$ cat config.mk
export PLATFORM = sky130hd
export DESIGN_NAME = pxw_upload_engine
export DESIGN_NICKNAME = d
export VERILOG_FILES = /design/src/rtl/pxw_pkg.sv /design/src/rtl/pxw_bpp_lut.sv /design/src/rtl/pxw_win_check.sv /design/src/rtl/pxw_dirty.sv /design/src/rtl/pxw_upload_engine.sv
export SDC_FILE = /design/constraint.sdc
export NUM_CORES = 1
export LEC_CHECK = 0
export ABC_AREA = 1
export CAP_MARGIN = 20
export CORE_UTILIZATION = 60
export CTS_BUF_LIST = sky130_fd_sc_hd__clkbuf_2 sky130_fd_sc_hd__clkbuf_4 sky130_fd_sc_hd__clkbuf_8
export DETAILED_ROUTE_END_ITERATION = 7
export GPL_ROUTABILITY_DRIVEN = 0
export HOLD_SLACK_MARGIN = 0.08
export PLACE_DENSITY = 0.85
export SYNTH_ARGS = -nofsm -noshare
export SYNTH_HDL_FRONTEND = slang
export SYNTH_HIERARCHICAL = 1
export SYNTH_SLANG_ARGS = --single-unit
export TNS_END_PERCENT = 5
$ cat constraint.sdc
create_clock -name clk -period 23.6 [get_ports clk]
set_input_delay 4.72 -clock clk [delete_from_list [all_inputs] [get_ports clk]]
set_output_delay 4.72 -clock clk [all_outputs]
set_load 0.05 [all_outputs]
$ cat src/rtl/pxw_pkg.sv
package pxw_pkg;
    typedef logic [2:0] bpp_t;
    localparam logic [2:0] SRC_LAST = 3'd3;
endpackage

$ cat src/rtl/pxw_bpp_lut.sv
module pxw_bpp_lut
    import pxw_pkg::*;
(
    input  logic [3:0] fmt,
    output bpp_t       bpp
);
    always_comb begin
        unique case (fmt)
            4'd1:       bpp = 3'd2;
            4'd2, 4'd3: bpp = 3'd3;
            4'd6, 4'd7: bpp = 3'd4;
            default:    bpp = 3'd0;
        endcase
    end
endmodule

$ cat src/rtl/pxw_win_check.sv
module pxw_win_check
    import pxw_pkg::*;
#(
    parameter int COORD_W = 10,
    parameter int CNT_W   = 2*COORD_W+4
) (
    input  logic [COORD_W-1:0] xs,
    input  logic [COORD_W-1:0] xe,
    input  logic [COORD_W-1:0] ys,
    input  logic [COORD_W-1:0] ye,
    input  logic [2:0]         src,
    input  bpp_t               bpp,
    output logic               ok,
    output logic [CNT_W-1:0]   words
);
    localparam int DIM_W  = COORD_W + 1;
    localparam int PROD_W = 3 + 2*DIM_W;

    logic [DIM_W-1:0]  width, height;
    logic [PROD_W-1:0] bytes;

    always_comb begin
        width  = {1'b0, xe} - {1'b0, xs} + DIM_W'(1);
        height = {1'b0, ye} - {1'b0, ys} + DIM_W'(1);
        bytes  = PROD_W'(bpp) * PROD_W'(width) * PROD_W'(height);
        words  = CNT_W'(bytes >> 1);
        ok     = (src <= SRC_LAST) && (bpp != 3'd0) && (xe >= xs) && (ye >= ys);
    end
endmodule

$ cat src/rtl/pxw_dirty.sv
module pxw_dirty #(
    parameter int DIM_W  = 11,
    parameter int DISP_W = 640,
    parameter int DISP_H = 480
) (
    input  logic             clk,
    input  logic             rst_n,
    input  logic             clr,
    input  logic             ext,
    input  logic [DIM_W-1:0] ex0,
    input  logic [DIM_W-1:0] ey0,
    input  logic [DIM_W-1:0] ex1,
    input  logic [DIM_W-1:0] ey1,
    output logic [DIM_W-1:0] min_x,
    output logic [DIM_W-1:0] min_y,
    output logic [DIM_W-1:0] max_x,
    output logic [DIM_W-1:0] max_y
);
    typedef struct packed {
        logic [DIM_W-1:0] mnx;
        logic [DIM_W-1:0] mny;
        logic [DIM_W-1:0] mxx;
        logic [DIM_W-1:0] mxy;
    } rect_t;

    localparam rect_t EMPTY = '{mnx: DIM_W'(DISP_W), mny: DIM_W'(DISP_H),
                                mxx: '0, mxy: '0};

    rect_t r_d, r_q;

    always_comb begin
        r_d = r_q;
        if (clr) r_d = EMPTY;
        if (ext) begin
            if (ex0 < r_d.mnx) r_d.mnx = ex0;
            if (ey0 < r_d.mny) r_d.mny = ey0;
            if (ex1 > r_d.mxx) r_d.mxx = ex1;
            if (ey1 > r_d.mxy) r_d.mxy = ey1;
        end
    end

    always_ff @(posedge clk or negedge rst_n) begin
        if (!rst_n) r_q <= EMPTY;
        else        r_q <= r_d;
    end

    assign min_x = r_q.mnx;
    assign min_y = r_q.mny;
    assign max_x = r_q.mxx;
    assign max_y = r_q.mxy;
endmodule

$ cat src/rtl/pxw_upload_engine.sv
module pxw_upload_engine
    import pxw_pkg::*;
#(
    parameter int COORD_W = 10,
    parameter int DATA_W  = 16,
    parameter int DISP_W  = 640,
    parameter int DISP_H  = 480,
    localparam int DIM_W  = COORD_W + 1,
    localparam int CNT_W  = 2*COORD_W + 4
) (
    input  logic               clk,
    input  logic               rst_n,
    input  logic               setup_stb,
    input  logic               wr_stb,
    input  logic [DATA_W-1:0]  wr_data,
    input  logic [COORD_W-1:0] win_xs,
    input  logic [COORD_W-1:0] win_xe,
    input  logic [COORD_W-1:0] win_ys,
    input  logic [COORD_W-1:0] win_ye,
    input  logic [3:0]         fmt_code,
    input  logic [2:0]         src_sel,
    input  logic [1:0]         rot_sel,
    input  logic               dirty_clr,
    output logic               buf_we,
    output logic [CNT_W-1:0]   buf_addr,
    output logic [DATA_W-1:0]  buf_wdata,
    output logic               rot_path,
    output logic               win_done,
    output logic [COORD_W-1:0] done_x0,
    output logic [COORD_W-1:0] done_y0,
    output logic [COORD_W-1:0] done_x1,
    output logic [COORD_W-1:0] done_y1,
    output logic               setup_rej,
    output logic [DIM_W-1:0]   dirty_min_x,
    output logic [DIM_W-1:0]   dirty_min_y,
    output logic [DIM_W-1:0]   dirty_max_x,
    output logic [DIM_W-1:0]   dirty_max_y
);
    typedef struct packed {
        logic [CNT_W-1:0]   cnt;
        logic [CNT_W-1:0]   ptr;
        logic [COORD_W-1:0] x0;
        logic [COORD_W-1:0] y0;
        logic [COORD_W-1:0] x1;
        logic [COORD_W-1:0] y1;
        logic               rot;
        logic               rej;
        logic               done;
    } eng_t;

    eng_t             st_d, st_q;
    bpp_t             bpp;
    logic             win_ok;
    logic [CNT_W-1:0] win_words;
    logic             setup_now;
    logic             take;

    pxw_bpp_lut i_lut (
        .fmt (fmt_code),
        .bpp (bpp)
    );

    pxw_win_check #(.COORD_W(COORD_W), .CNT_W(CNT_W)) i_chk_win (
        .xs    (win_xs),
        .xe    (win_xe),
        .ys    (win_ys),
        .ye    (win_ye),
        .src   (src_sel),
        .bpp   (bpp),
        .ok    (win_ok),
        .words (win_words)
    );

    // Setup (explicit, or implied by a write on an idle engine) is applied
    // first; the write then lands on whatever transfer is armed afterwards.
    always_comb begin
        st_d      = st_q;
        st_d.done = 1'b0;
        setup_now = setup_stb || (wr_stb && (st_q.cnt == '0));
        if (setup_now) begin
            if (win_ok) begin
                st_d.cnt = win_words;
                st_d.ptr = '0;
                st_d.x0  = win_xs;
                st_d.y0  = win_ys;
                st_d.x1  = win_xe;
                st_d.y1  = win_ye;
                st_d.rot = (rot_sel != 2'b00);
                st_d.rej = 1'b0;
            end else begin
                st_d.rej = 1'b1;
            end
        end
        take     = wr_stb && (st_d.cnt != '0);
        buf_addr = st_d.ptr;
        if (take) begin
            st_d.ptr  = st_d.ptr + CNT_W'(1);
            st_d.cnt  = st_d.cnt - CNT_W'(1);
            st_d.done = (st_d.cnt == '0);
        end
    end

    always_ff @(posedge clk or negedge rst_n) begin
        if (!rst_n) st_q <= '0;
        else        st_q <= st_d;
    end

    pxw_dirty #(.DIM_W(DIM_W), .DISP_W(DISP_W), .DISP_H(DISP_H)) i_dirty (
        .clk   (clk),
        .rst_n (rst_n),
        .clr   (dirty_clr),
        .ext   (st_d.done),
        .ex0   ({1'b0, st_d.x0}),
        .ey0   ({1'b0, st_d.y0}),
        .ex1   ({1'b0, st_d.x1} + DIM_W'(1)),
        .ey1   ({1'b0, st_d.y1} + DIM_W'(1)),
        .min_x (dirty_min_x),
        .min_y (dirty_min_y),
        .max_x (dirty_max_x),
        .max_y (dirty_max_y)
    );

    assign buf_we    = take;
    assign buf_wdata = wr_data;
    assign rot_path  = st_q.rot;
    assign win_done  = st_q.done;
    assign done_x0   = st_q.x0;
    assign done_y0   = st_q.y0;
    assign done_x1   = st_q.x1;
    assign done_y1   = st_q.y1;
    assign setup_rej = st_q.rej;
endmodule

==> metrics.txt <==
status complete, no violations; # rows 62; Critical Path Sink Type output port; first-pass GRT wire length between 70000 and 80000 µm; antenna violations before repair 2; cts hold-fix bufs 0; Fmax 50.26 MHz; CTS H-Tree Depth 4; async set-reset flop share out of synthesis between 90% and 100%; slew at the pin closest to its max-slew limit around 0.99 ns; Setup crit start kind input port; initial drt markers 1409; FILL cells ~2.4k; Max Root-Sink Buffers 2; port bufs 163; GRT Resource Usage Total approximately a third; later-pin clock latency in the skew report roughly 0.47 ns; IO Count 198; Initial Util between 60% and 70%; Clock Skews 0.01888 ns; largest net degree at the start of global routing 77; Top cell by count, worst path nand2_1; CTS tree built; Most used DFF post-synth dfrtp_1; Antenna Violating Nets Remaining 0; sum of buffers and inverters on the critical path 10; Num CTS Buffers 17; Worst Hold Class register to register; nets 3047; clock sinks 135; synthesis-stage register bit count about 140; Max Cap Violations 0; clock period minus worst slack slightly below 20 ns; cell family contributing the most delay on the critical path adder cells; drt pass-1 iters 7; worst endpoint required time ~19 ns; Mapped Cells 2612; core footprint just under 30000 µm²; leading cell type in the layout, fill and taps excluded nand2_1; die area between 30000 and 40000 µm²; number of synthesized flops with an enable pin 0; Post-DP HPWL 37490 µm; Mapped Area 17910 µm²; Worst Path Class, Setup input port to output port; placed inst area roughly 19000 µm²; Yosys cell types 50; WP data arrival 15.17 ns; DRC Markers 0; synthesized area per cell about 7 µm²; clk slew on worst S/H paths roughly 0.090 ns; RSZ-0062 raised after global routing false; setup repair bufs after CTS 0; Pleak 10.96 nW; worst-path cell with the longest stage delay clkdlybuf4s50_1; Die W between 150 and 200 µm; Hold Violations, Final 0; Final Util about two thirds; final worst-path cycle share between 80% and 90%; routed vias/inst 5.506; vias in the first global route ~17k; setup TNS 0 ns; CTS resizes 0; Root Buffer clkbuf_8; grt ovf 0; Slew headroom about 34%; Avg WL per Cell around 16 µm; VDD IR-drop max between 0.08 and 0.09 mV; Area growth syn-to-layout 9.767%; sequential area share after synthesis a little under a fifth; Final setup viols 0; Routed WL about 48000 µm; power per cell area 92.74 nW/µm²; fraction of layout cells with a size suffix above 1 between 5 and 6%; die height 174.8 µm; Design Area, Final just under 20000 µm²; total number of vias about 17k; Pins Over Slew Limit 0; most frequent cells in the layout nand2_1, inv_1, nor2_1; critical path peak fanout 7; max incr delay on CP approximately 0.7 ns; Ys Warns 6
-- cells by family after synthesis --
logic type / count (synthesis) / share of synthesized area (%)
xor gates and xnor gates: 56 / 2.927
adders and majority gates: 292 / 25.72
AOI/OAI and AO/OA: 138 / 4.283
DFF: 135 / 18.91
and+or+nand+nor: 1364 / 32.73
buffers and inverters: 626 / 15.41
other: 1 / 0.02094
-- flip-flops by register name, summed over array words and instances (netlist names) --
register       cells
i_dirty/min_y     11
done_y1           10
win_done           1
i_dirty/max_x     11
i_dirty/min_x     11
i_dirty/max_y     11
done_x0           10
setup_rej          1
done_x1           10
st_q              48
done_y0           10
rot_path           1
-- Yosys cell counts, types with 17 or more instances --
master / n / area, µm²
nand2_1: 838 / 3146
inv_1: 485 / 1821
nor2_1: 219 / 822.0
ha_1: 165 / 2064
nand3_1: 149 / 745.7
dfrtp_1: 129 / 3228
fa_1: 127 / 2542
buf_4: 65 / 488.0
nand4_1: 61 / 381.6
a21oi_1: 47 / 235.2
o21ai_0: 39 / 195.2
xor2_1: 37 / 324.1
nand2_2: 21 / 131.4
buf_2: 20 / 100.1
inv_2: 20 / 75.07
o21ai_1: 20 / 100.1
nor2_2: 19 / 118.9
nor3_1: 18 / 90.09
buf_6: 17 / 191.4
-- path summary, 6_finish.rpt --
path                                      start                         end  slack [ns]  cells after the start
setup reg to reg             st_q[75]$_DFF_PN0_  i_dirty/max_x[8]$_DFF_PN0_       18.15                     22
hold reg to reg            rot_path$_DFFE_PN0P_        rot_path$_DFFE_PN0P_        0.50                      2
max in group asynchronous                 rst_n        done_x1[0]$_DFF_PN0_       17.98                      2
hold / removal             rot_path$_DFFE_PN0P_        rot_path$_DFFE_PN0P_        0.50                      2
setup / recovery                      win_xs[1]                      buf_we        3.71                     43
min in group asynchronous                 rst_n          st_q[66]$_DFF_PN0_        4.20                      1
-- metal layers --
metal / wire length, µm / track usage, %
met1: 19120 / 40.18
met3: 4518 / 6.941
met5: 24 / 0
met2: 22390 / 53.19
met4: 1850 / 14.60
-- report_power, final --
| part | total, mW | switching, mW | internal, mW |
|---|---|---|---|
| Sequential | 0.304 | 0.0292 | 0.275 |
| Clock | 0.201 | 0.102 | 0.0991 |
| Combinational | 1.32 | 0.874 | 0.444 |
| Total | 1.82 | 1.01 | 0.818 |
-- tightest hold or removal path, delay by kind of cell (launching register included) --
family,cells,cell delay (ns)
flops,1,0.36
simple gates,1,0.06
compound gates,1,0.06
-- per-stage QoR --
step | setup slack (ns) | hold slack, ns | std cells | power [mW]
3_3_place_gp | 4.045 | 0.4852 | 3049 | 1.564
4_1_cts | 3.803 | 0.5077 | 3081 | 1.815
6_report | 3.705 | 0.5036 | 3084 | 1.823
5_1_grt | 3.110 | 0.5407 | 3082 | 2.006
3_5_place_dp | 3.844 | 0.4855 | 3049 | 1.603
2_1_floorplan | 5.889 | 0.4858 | 2615 | 1.324
-- cell type report --
| class | instances | area [µm²] | area share [%] |
|---|---|---|---|
| antenna | 2 | 5.005 | 0.02546 |
| clock buffer | 19 | 255.2 | 1.298 |
| clock inverter | 13 | 146.4 | 0.7447 |
| inverter | 507 | 1906 | 9.694 |
| multi-input combinational | 1854 | 11780 | 59.93 |
| sequential | 135 | 3386 | 17.22 |
| tap | 384 | 480.5 | 2.444 |
| timing repair buffer | 170 | 1698 | 8.637 |
(Power assumes the default switching activity.)
